[config.mk]
export PLATFORM = sky130hd
export DESIGN_NAME = dmach_irq_regs
export DESIGN_NICKNAME = d
export VERILOG_FILES = /design/src/rtl/dmach_irq_pkg.sv /design/src/rtl/dmach_irq_decode.sv /design/src/rtl/dmach_irq_status.sv /design/src/rtl/dmach_irq_acct.sv /design/src/rtl/dmach_irq_regs.sv
export SDC_FILE = /design/constraint.sdc
export NUM_CORES = 1
export LEC_CHECK = 0
export BUFFER_PORTS_ARGS = -buffer_cell sky130_fd_sc_hd__buf_4
export CAP_MARGIN = 0
export CORE_UTILIZATION = 50
export CTS_CLUSTER_SIZE = 12
export DETAILED_ROUTE_END_ITERATION = 10
export GPL_ROUTABILITY_DRIVEN = 1
export PLACE_DENSITY_LB_ADDON = 0.2
export RECOVER_POWER = 25
export REMOVE_ABC_BUFFERS = 1
export SLEW_MARGIN = 40
export SYNTH_ARGS = -nofsm -noshare
export SYNTH_HDL_FRONTEND = slang
export SYNTH_SLANG_ARGS = --single-unit
[constraint.sdc]
create_clock -name clk -period 2.45 [get_ports clk]
set_input_delay 0.245 -clock clk [delete_from_list [all_inputs] [get_ports clk]]
set_output_delay 0.245 -clock clk [all_outputs]
set_load 0.01 [all_outputs]
[src/rtl/dmach_irq_pkg.sv]
package dmach_irq_pkg;
  localparam int unsigned NUM_EV = 12;

  // status bit positions driven inside the block
  localparam int unsigned BIT_BAD_ACC  = 0;
  localparam int unsigned BIT_SRC_DONE = 1;
  localparam int unsigned BIT_DST_DONE = 2;
  localparam int unsigned BIT_SRC_WRAP = 4;
  localparam int unsigned BIT_DST_WRAP = 5;

  // bits that the external event input may set directly
  localparam logic [NUM_EV-1:0] EXT_EV_MASK = 12'hFC8;

  localparam int unsigned OFS_STATUS  = 'h00;
  localparam int unsigned OFS_MASK    = 'h04;
  localparam int unsigned OFS_UNMASK  = 'h08;
  localparam int unsigned OFS_DOMASK  = 'h0C;
  localparam int unsigned OFS_SRC_CNT = 'h10;
  localparam int unsigned OFS_DST_CNT = 'h14;

  typedef enum logic [2:0] {
    SEL_STATUS,
    SEL_MASK,
    SEL_UNMASK,
    SEL_DOMASK,
    SEL_SRC_CNT,
    SEL_DST_CNT,
    SEL_NONE
  } reg_sel_e;
endpackage

[src/rtl/dmach_irq_decode.sv]
module dmach_irq_decode
  import dmach_irq_pkg::*;
#(
  parameter int unsigned ADDR_W = 8
) (
  input  logic [ADDR_W-1:0] addr_i,
  output reg_sel_e          sel_o
);
  always_comb begin
    case (addr_i)
      ADDR_W'(OFS_STATUS):  sel_o = SEL_STATUS;
      ADDR_W'(OFS_MASK):    sel_o = SEL_MASK;
      ADDR_W'(OFS_UNMASK):  sel_o = SEL_UNMASK;
      ADDR_W'(OFS_DOMASK):  sel_o = SEL_DOMASK;
      ADDR_W'(OFS_SRC_CNT): sel_o = SEL_SRC_CNT;
      ADDR_W'(OFS_DST_CNT): sel_o = SEL_DST_CNT;
      default:              sel_o = SEL_NONE;
    endcase
  end
endmodule

[src/rtl/dmach_irq_status.sv]
module dmach_irq_status #(
  parameter int unsigned NUM_EV = 12
) (
  input  logic              clk,
  input  logic              rst_n,
  input  logic [NUM_EV-1:0] set_i,
  input  logic              w1c_i,
  input  logic              unmask_i,
  input  logic              domask_i,
  input  logic [NUM_EV-1:0] wdata_i,
  output logic [NUM_EV-1:0] status_o,
  output logic [NUM_EV-1:0] mask_o,
  output logic              irq_o
);
  logic [NUM_EV-1:0] status_q, status_d;
  logic [NUM_EV-1:0] mask_q, mask_d;
  logic              status_en, mask_en;

  // events are ORed in after the clear so a coincident event survives
  always_comb begin
    status_en = w1c_i | (|set_i);
    status_d  = (status_q & ~(w1c_i ? wdata_i : '0)) | set_i;
  end

  always_comb begin
    mask_en = unmask_i | domask_i;
    mask_d  = mask_q;
    if (unmask_i)      mask_d = mask_q & ~wdata_i;
    else if (domask_i) mask_d = mask_q | wdata_i;
  end

  always_ff @(posedge clk or negedge rst_n) begin
    if (!rst_n)         status_q <= '0;
    else if (status_en) status_q <= status_d;
  end

  always_ff @(posedge clk or negedge rst_n) begin
    if (!rst_n)       mask_q <= '1;
    else if (mask_en) mask_q <= mask_d;
  end

  assign status_o = status_q;
  assign mask_o   = mask_q;
  assign irq_o    = |(status_q & ~mask_q);

  p_unmask_clears_r4: assert property (@(posedge clk) disable iff (!rst_n)
    unmask_i |=> ((mask_q & $past(wdata_i)) == '0));

  p_domask_sets_r4: assert property (@(posedge clk) disable iff (!rst_n)
    (domask_i && !unmask_i) |=> ((mask_q & $past(wdata_i)) == $past(wdata_i)));

  p_event_wins_r10: assert property (@(posedge clk) disable iff (!rst_n)
    (|set_i) |=> ((status_q & $past(set_i)) == $past(set_i)));
endmodule

[src/rtl/dmach_irq_acct.sv]
module dmach_irq_acct #(
  parameter int unsigned CNT_W = 8
) (
  input  logic             clk,
  input  logic             rst_n,
  input  logic             inc_i,
  input  logic             clr_i,
  output logic [CNT_W-1:0] cnt_o,
  output logic             wrap_o
);
  localparam logic [CNT_W-1:0] CNT_MAX = {CNT_W{1'b1}};

  logic [CNT_W-1:0] cnt_q, cnt_d, base;
  logic             cnt_en;

  always_comb begin
    cnt_en = inc_i | clr_i;
    base   = clr_i ? '0 : cnt_q;
    cnt_d  = inc_i ? base + CNT_W'(1) : base;
    wrap_o = inc_i & ~clr_i & (cnt_q == CNT_MAX);
  end

  always_ff @(posedge clk or negedge rst_n) begin
    if (!rst_n)      cnt_q <= '0;
    else if (cnt_en) cnt_q <= cnt_d;
  end

  assign cnt_o = cnt_q;

  p_wrap_to_zero_r7: assert property (@(posedge clk) disable iff (!rst_n)
    (inc_i && !clr_i && (cnt_q == CNT_MAX)) |=> (cnt_q == '0));

  p_read_clears_r8: assert property (@(posedge clk) disable iff (!rst_n)
    (clr_i && !inc_i) |=> (cnt_q == '0));

  p_clear_and_count_r11: assert property (@(posedge clk) disable iff (!rst_n)
    (clr_i && inc_i) |=> (cnt_q == CNT_W'(1)));
endmodule

[src/rtl/dmach_irq_regs.sv]
module dmach_irq_regs
  import dmach_irq_pkg::*;
#(
  parameter int unsigned ADDR_W = 8,
  parameter int unsigned DATA_W = 32,
  parameter int unsigned CNT_W  = 8
) (
  input  logic              clk,
  input  logic              rst_n,
  input  logic              req_i,
  input  logic              wr_i,
  input  logic [ADDR_W-1:0] addr_i,
  input  logic [DATA_W-1:0] wdata_i,
  output logic [DATA_W-1:0] rdata_o,
  input  logic [11:0]       ev_i,
  input  logic              src_done_i,
  input  logic              dst_done_i,
  output logic              irq_o
);
  localparam int unsigned NUM_CNT = 2;

  reg_sel_e          sel;
  logic              rd_stb, wr_stb, bad_acc;
  logic [NUM_EV-1:0] set_vec, status_w, mask_w;
  logic [NUM_CNT-1:0] cnt_inc, cnt_clr, cnt_wrap;
  logic [CNT_W-1:0]  cnt_val [NUM_CNT];
  logic              unused_wdata;

  assign unused_wdata = ^wdata_i[DATA_W-1:NUM_EV];

  dmach_irq_decode #(.ADDR_W(ADDR_W)) u_decode (
    .addr_i (addr_i),
    .sel_o  (sel)
  );

  always_comb begin
    rd_stb  = req_i & ~wr_i;
    wr_stb  = req_i & wr_i;
    bad_acc = req_i & (sel == SEL_NONE);
  end

  assign cnt_inc = {dst_done_i, src_done_i};
  assign cnt_clr = {rd_stb & (sel == SEL_DST_CNT), rd_stb & (sel == SEL_SRC_CNT)};

  for (genvar gi = 0; gi < NUM_CNT; gi++) begin : g_acct
    dmach_irq_acct #(.CNT_W(CNT_W)) u_acct (
      .clk    (clk),
      .rst_n  (rst_n),
      .inc_i  (cnt_inc[gi]),
      .clr_i  (cnt_clr[gi]),
      .cnt_o  (cnt_val[gi]),
      .wrap_o (cnt_wrap[gi])
    );
  end

  always_comb begin
    set_vec               = ev_i & EXT_EV_MASK;
    set_vec[BIT_BAD_ACC]  = bad_acc;
    set_vec[BIT_SRC_DONE] = src_done_i;
    set_vec[BIT_DST_DONE] = dst_done_i;
    set_vec[BIT_SRC_WRAP] = cnt_wrap[0];
    set_vec[BIT_DST_WRAP] = cnt_wrap[1];
  end

  dmach_irq_status #(.NUM_EV(NUM_EV)) u_status (
    .clk      (clk),
    .rst_n    (rst_n),
    .set_i    (set_vec),
    .w1c_i    (wr_stb & (sel == SEL_STATUS)),
    .unmask_i (wr_stb & (sel == SEL_UNMASK)),
    .domask_i (wr_stb & (sel == SEL_DOMASK)),
    .wdata_i  (wdata_i[NUM_EV-1:0]),
    .status_o (status_w),
    .mask_o   (mask_w),
    .irq_o    (irq_o)
  );

  always_comb begin
    rdata_o = '0;
    if (rd_stb) begin
      case (sel)
        SEL_STATUS:  rdata_o[NUM_EV-1:0] = status_w;
        SEL_MASK:    rdata_o[NUM_EV-1:0] = mask_w;
        SEL_SRC_CNT: rdata_o[CNT_W-1:0]  = cnt_val[0];
        SEL_DST_CNT: rdata_o[CNT_W-1:0]  = cnt_val[1];
        default:     rdata_o = '0;
      endcase
    end
  end

  p_bad_access_flag_r9: assert property (@(posedge clk) disable iff (!rst_n)
    (req_i && (sel == SEL_NONE)) |=> status_w[BIT_BAD_ACC]);

  p_bad_read_zero_r9: assert property (@(posedge clk) disable iff (!rst_n)
    (rd_stb && (sel == SEL_NONE)) |-> (rdata_o == '0));
endmodule

==> results.json <==
{
  "switching_power_uw": 641,
  "final.min_clock_period_ns": 2.07,
  "die-area_um2": 5830,
  "cts.htree.levels": 2,
  "grt-ovfl-total": 0,
  "timing.setup.critical_path_class": "register to output pin",
  "initial_core_utilization_pct": 53.1,
  "synthDistinctLibCells": 42,
  "static-leakage-power_nw": 1.38,
  "synthFlopType": "sky130_fd_sc_hd__dfrtp_1",
  "tritoncts.num_buffers": 5,
  "antennaDiodeCount": 0,
  "ff2ff_path_depth": 6,
  "synth_warnings": 0,
  "p_int_mw": 1.29,
  "route.detailed.vias_per_inst": 5.61,
  "die_h_um": 76.4,
  "cts_tree": "built",
  "placeableCoreArea_um2": 5200,
  "worst-r2r-setup-slack_ns": 0.95,
  "synthCells": 279,
  "timing.final.setup_violations": 0,
  "route.detailed.wl_per_inst_um": 16.6,
  "asyncSetResetFlopFracSynth_pct": 100,
  "dp_hpwl_um": 4790,
  "layout-drive-gt1-share_pct": 31.1,
  "grt_pass1_vias": 2268,
  "timing.hold.worst.start": "wdata_i[7]",
  "grt_first_pass_wirelength_um": 11200,
  "post_synth.cell_area_avg_um2": 9.91,
  "rows": 26,
  "drc_errors": 0,
  "data_arrival_time_of_the_worst_path_ns": 1.83,
  "buffer_ports.inserted": 45,
  "final_nets": 390,
  "final_design_area_no_fill_um2": 3250,
  "outcome": "completed",
  "area_used_by_multi_input_combinational_logic_um2": 1520,
  "crit-reg2reg-capture": "g_acct[1].u_acct.cnt_o[6]",
  "yosys_register_bits": 40,
  "worst_ir_drop_vdd_mv": 0.421,
  "number_of_synthesized_flops_with_an_enable_pin": 0,
  "pwr-share-clk_pct": 28.5,
  "clkSinkCount": 40,
  "final_antenna_net_count": 0,
  "seq_area_um2": 1020,
  "power.share.sequential_pct": 47.1,
  "min-delay-path-class": "input pin to register",
  "worstSetupEndpointType": "output pin",
  "pwr-share-comb_pct": 24.5,
  "number_of_fill_cells": 453,
  "cts_root_buffer": "sky130_fd_sc_hd__clkbuf_8",
  "antenna_violations_before_repair": 0,
  "cts.path.max_buffers": 2,
  "worst_hold_path_ep": "u_status.status_o[7]",
  "hold_path_depth": 2,
  "timing_worst_slew_pin_value_ns": 1.02,
  "gpl.final_weighted_congestion": 0.819,
  "worst-path-max-fanout": 3,
  "ys_seq_area_share_pct": 36.8,
  "postRouteWirelength_um": 6650,
  "fp.dieW_um": 76.4,
  "drt_first_iter_violations": 124,
  "period_share_pct": 84.5,
  "pin_count_of_the_biggest_net_entering_global_routing": 41,
  "powerDensity_nw_per_um2": 593,
  "via_count": 2251,
  "postPlaceCellArea_um2": 3140,
  "worst_relative_slew_slack_pct": 32.3,
  "top_level_ports": 91,
  "crit_required_ns": 2.20,
  "r2r-start": "g_acct[1].u_acct.cnt_o[0]",
  "totalNegativeSetupSlack_ns": 0,
  "clock_latency_ns": 0.31,
  "area_growth_pct": 17.6,
  "max_cap_violations": 0,
  "netSwitchingFraction_pct": 33.3,
  "clkTransAtPathRegs_ns": 0.08,
  "fmaxAchievable_mhz": 483,
  "final-max-slew-violation-count": 0,
  "post_cts_resize_count": 0,
  "dpl_worst_slack_ns": 0.257,
  "detailedRoute.firstPassIterationCount": 5,
  "syn-cell-area_um2": 2760,
  "final.setup.worst_slack_ns": 0.379,
  "skew_ns": 0.0103,
  "grt_usage_pct": 24.4,
  "grt_setup_unrepaired": "no",
  "start_kind": "register",
  "finalCoreUtilization_pct": 62.5,
  "timing.final.hold_violations": 0
}
## worst max path at each step
stage / cells after the start / end / from / slack [ns]
5_1_grt: 4 / irq_o / register / 0.26
4_1_cts: 4 / irq_o / register / 0.35
2_1_floorplan: 7 / g_acct[1].u_acct.cnt_o[4] / addr_i[5] / 0.40
6_report: 4 / irq_o / register / 0.38
3_3_place_gp: 8 / g_acct[0].u_acct.cnt_o[4] / addr_i[5] / 0.25
3_5_place_dp: 8 / g_acct[1].u_acct.cnt_o[4] / addr_i[5] / 0.26
## stage by stage
step	total power [mW]	std cells	hold WS, ns
floorplan	1.18	263	-0.0506
global placement	1.37	392	0.258
detailed placement	1.39	392	0.258
CTS	1.93	401	0.111
global route	2.04	401	0.119
finish	1.93	401	0.114
## what timing repair did
item / in CTS / in global routing
endpoints found under the hold margin: 28 / 0
hold buffers: 1 / 0
setup buffers: 0 / 0
## Yosys cell counts, types with 9 or more instances
| master | n | area, um^2 |
|---|---|---|
| sky130_fd_sc_hd__dfrtp_1 | 28 | 701 |
| sky130_fd_sc_hd__nand2_1 | 21 | 78.8 |
| sky130_fd_sc_hd__buf_4 | 20 | 150 |
| sky130_fd_sc_hd__mux2i_1 | 20 | 200 |
| sky130_fd_sc_hd__inv_1 | 19 | 71.3 |
| sky130_fd_sc_hd__nor2_1 | 18 | 67.6 |
| sky130_fd_sc_hd__nand4_1 | 13 | 81.3 |
| sky130_fd_sc_hd__nor4_2 | 13 | 163 |
| sky130_fd_sc_hd__dfstp_2 | 12 | 315 |
| sky130_fd_sc_hd__mux2_1 | 12 | 135 |
| sky130_fd_sc_hd__nor2b_1 | 10 | 62.6 |
| sky130_fd_sc_hd__a31oi_1 | 9 | 56.3 |
## final cells by class
cell class | instances | area share (%)
multi-input cells | 204 | 46.7
clock inverters | 2 | 1.08
flip-flops and latches | 40 | 31.3
well taps | 70 | 2.69
repair buffers | 60 | 13.9
clock buffers | 6 | 2.23
inverters | 19 | 2.19
## worst max-delay path, cell delays in order (launching register included)
cell and delay [ns]:
sky130_fd_sc_hd__dfstp_2 0.55, sky130_fd_sc_hd__inv_1 0.04, sky130_fd_sc_hd__a2111oi_0 0.57, sky130_fd_sc_hd__nand3_1 0.17, sky130_fd_sc_hd__buf_4 0.19
## kinds of logic (layout without fill, tap and decap cells)
group,after synthesis,in the layout,synth area share [%]
mux,32,32,12.1
fa+ha+maj,2,2,0.905
simple gates,99,99,24.6
compound gates,43,43,12.0
flops,40,40,36.8
xor+xnor,8,8,2.54
buf+inv,54,87,10.9
other cells,1,20,0.136
## layer usage
metal	up-vias	GRT usage (%)	share of wire, %
li1	1072	-	-
met1	1106	33.2	45
met2	68	39.0	49
met3	5	4.91	5.1
met4	0	7.50	1.0
met5	-	0	0
## cells in the final DEF (no fill, tap or decap), drive strengths merged, types with 2 or more instances in the layout
master / n
nand4: 13
inv: 19
a31oi: 9
mux2i: 20
clkbuf: 7
xnor2: 2
nand2: 21
ha: 2
nor2: 18
o21ai: 8
a2111oi: 3
mux2: 12
nor4: 16
nor3b: 2
a22o: 2
a21oi: 6
dfstp: 12
dfrtp: 28
nand3: 3
o41ai: 4
or3: 6
o22ai: 8
nor2b: 10
xor2: 6
nor3: 3
conb: 20
or4bb: 2
buf: 58
## power groups by stage
stage / combinational (mW) / sequential (mW) / clock (mW)
after floorplan: 0.314 / 0.871 / 0
after global placement: 0.460 / 0.911 / 0
after detailed placement: 0.470 / 0.916 / 0
after CTS: 0.473 / 0.904 / 0.556
after global routing: 0.535 / 0.922 / 0.585
final: 0.472 / 0.907 / 0.549
(Power assumes the default switching activity.)
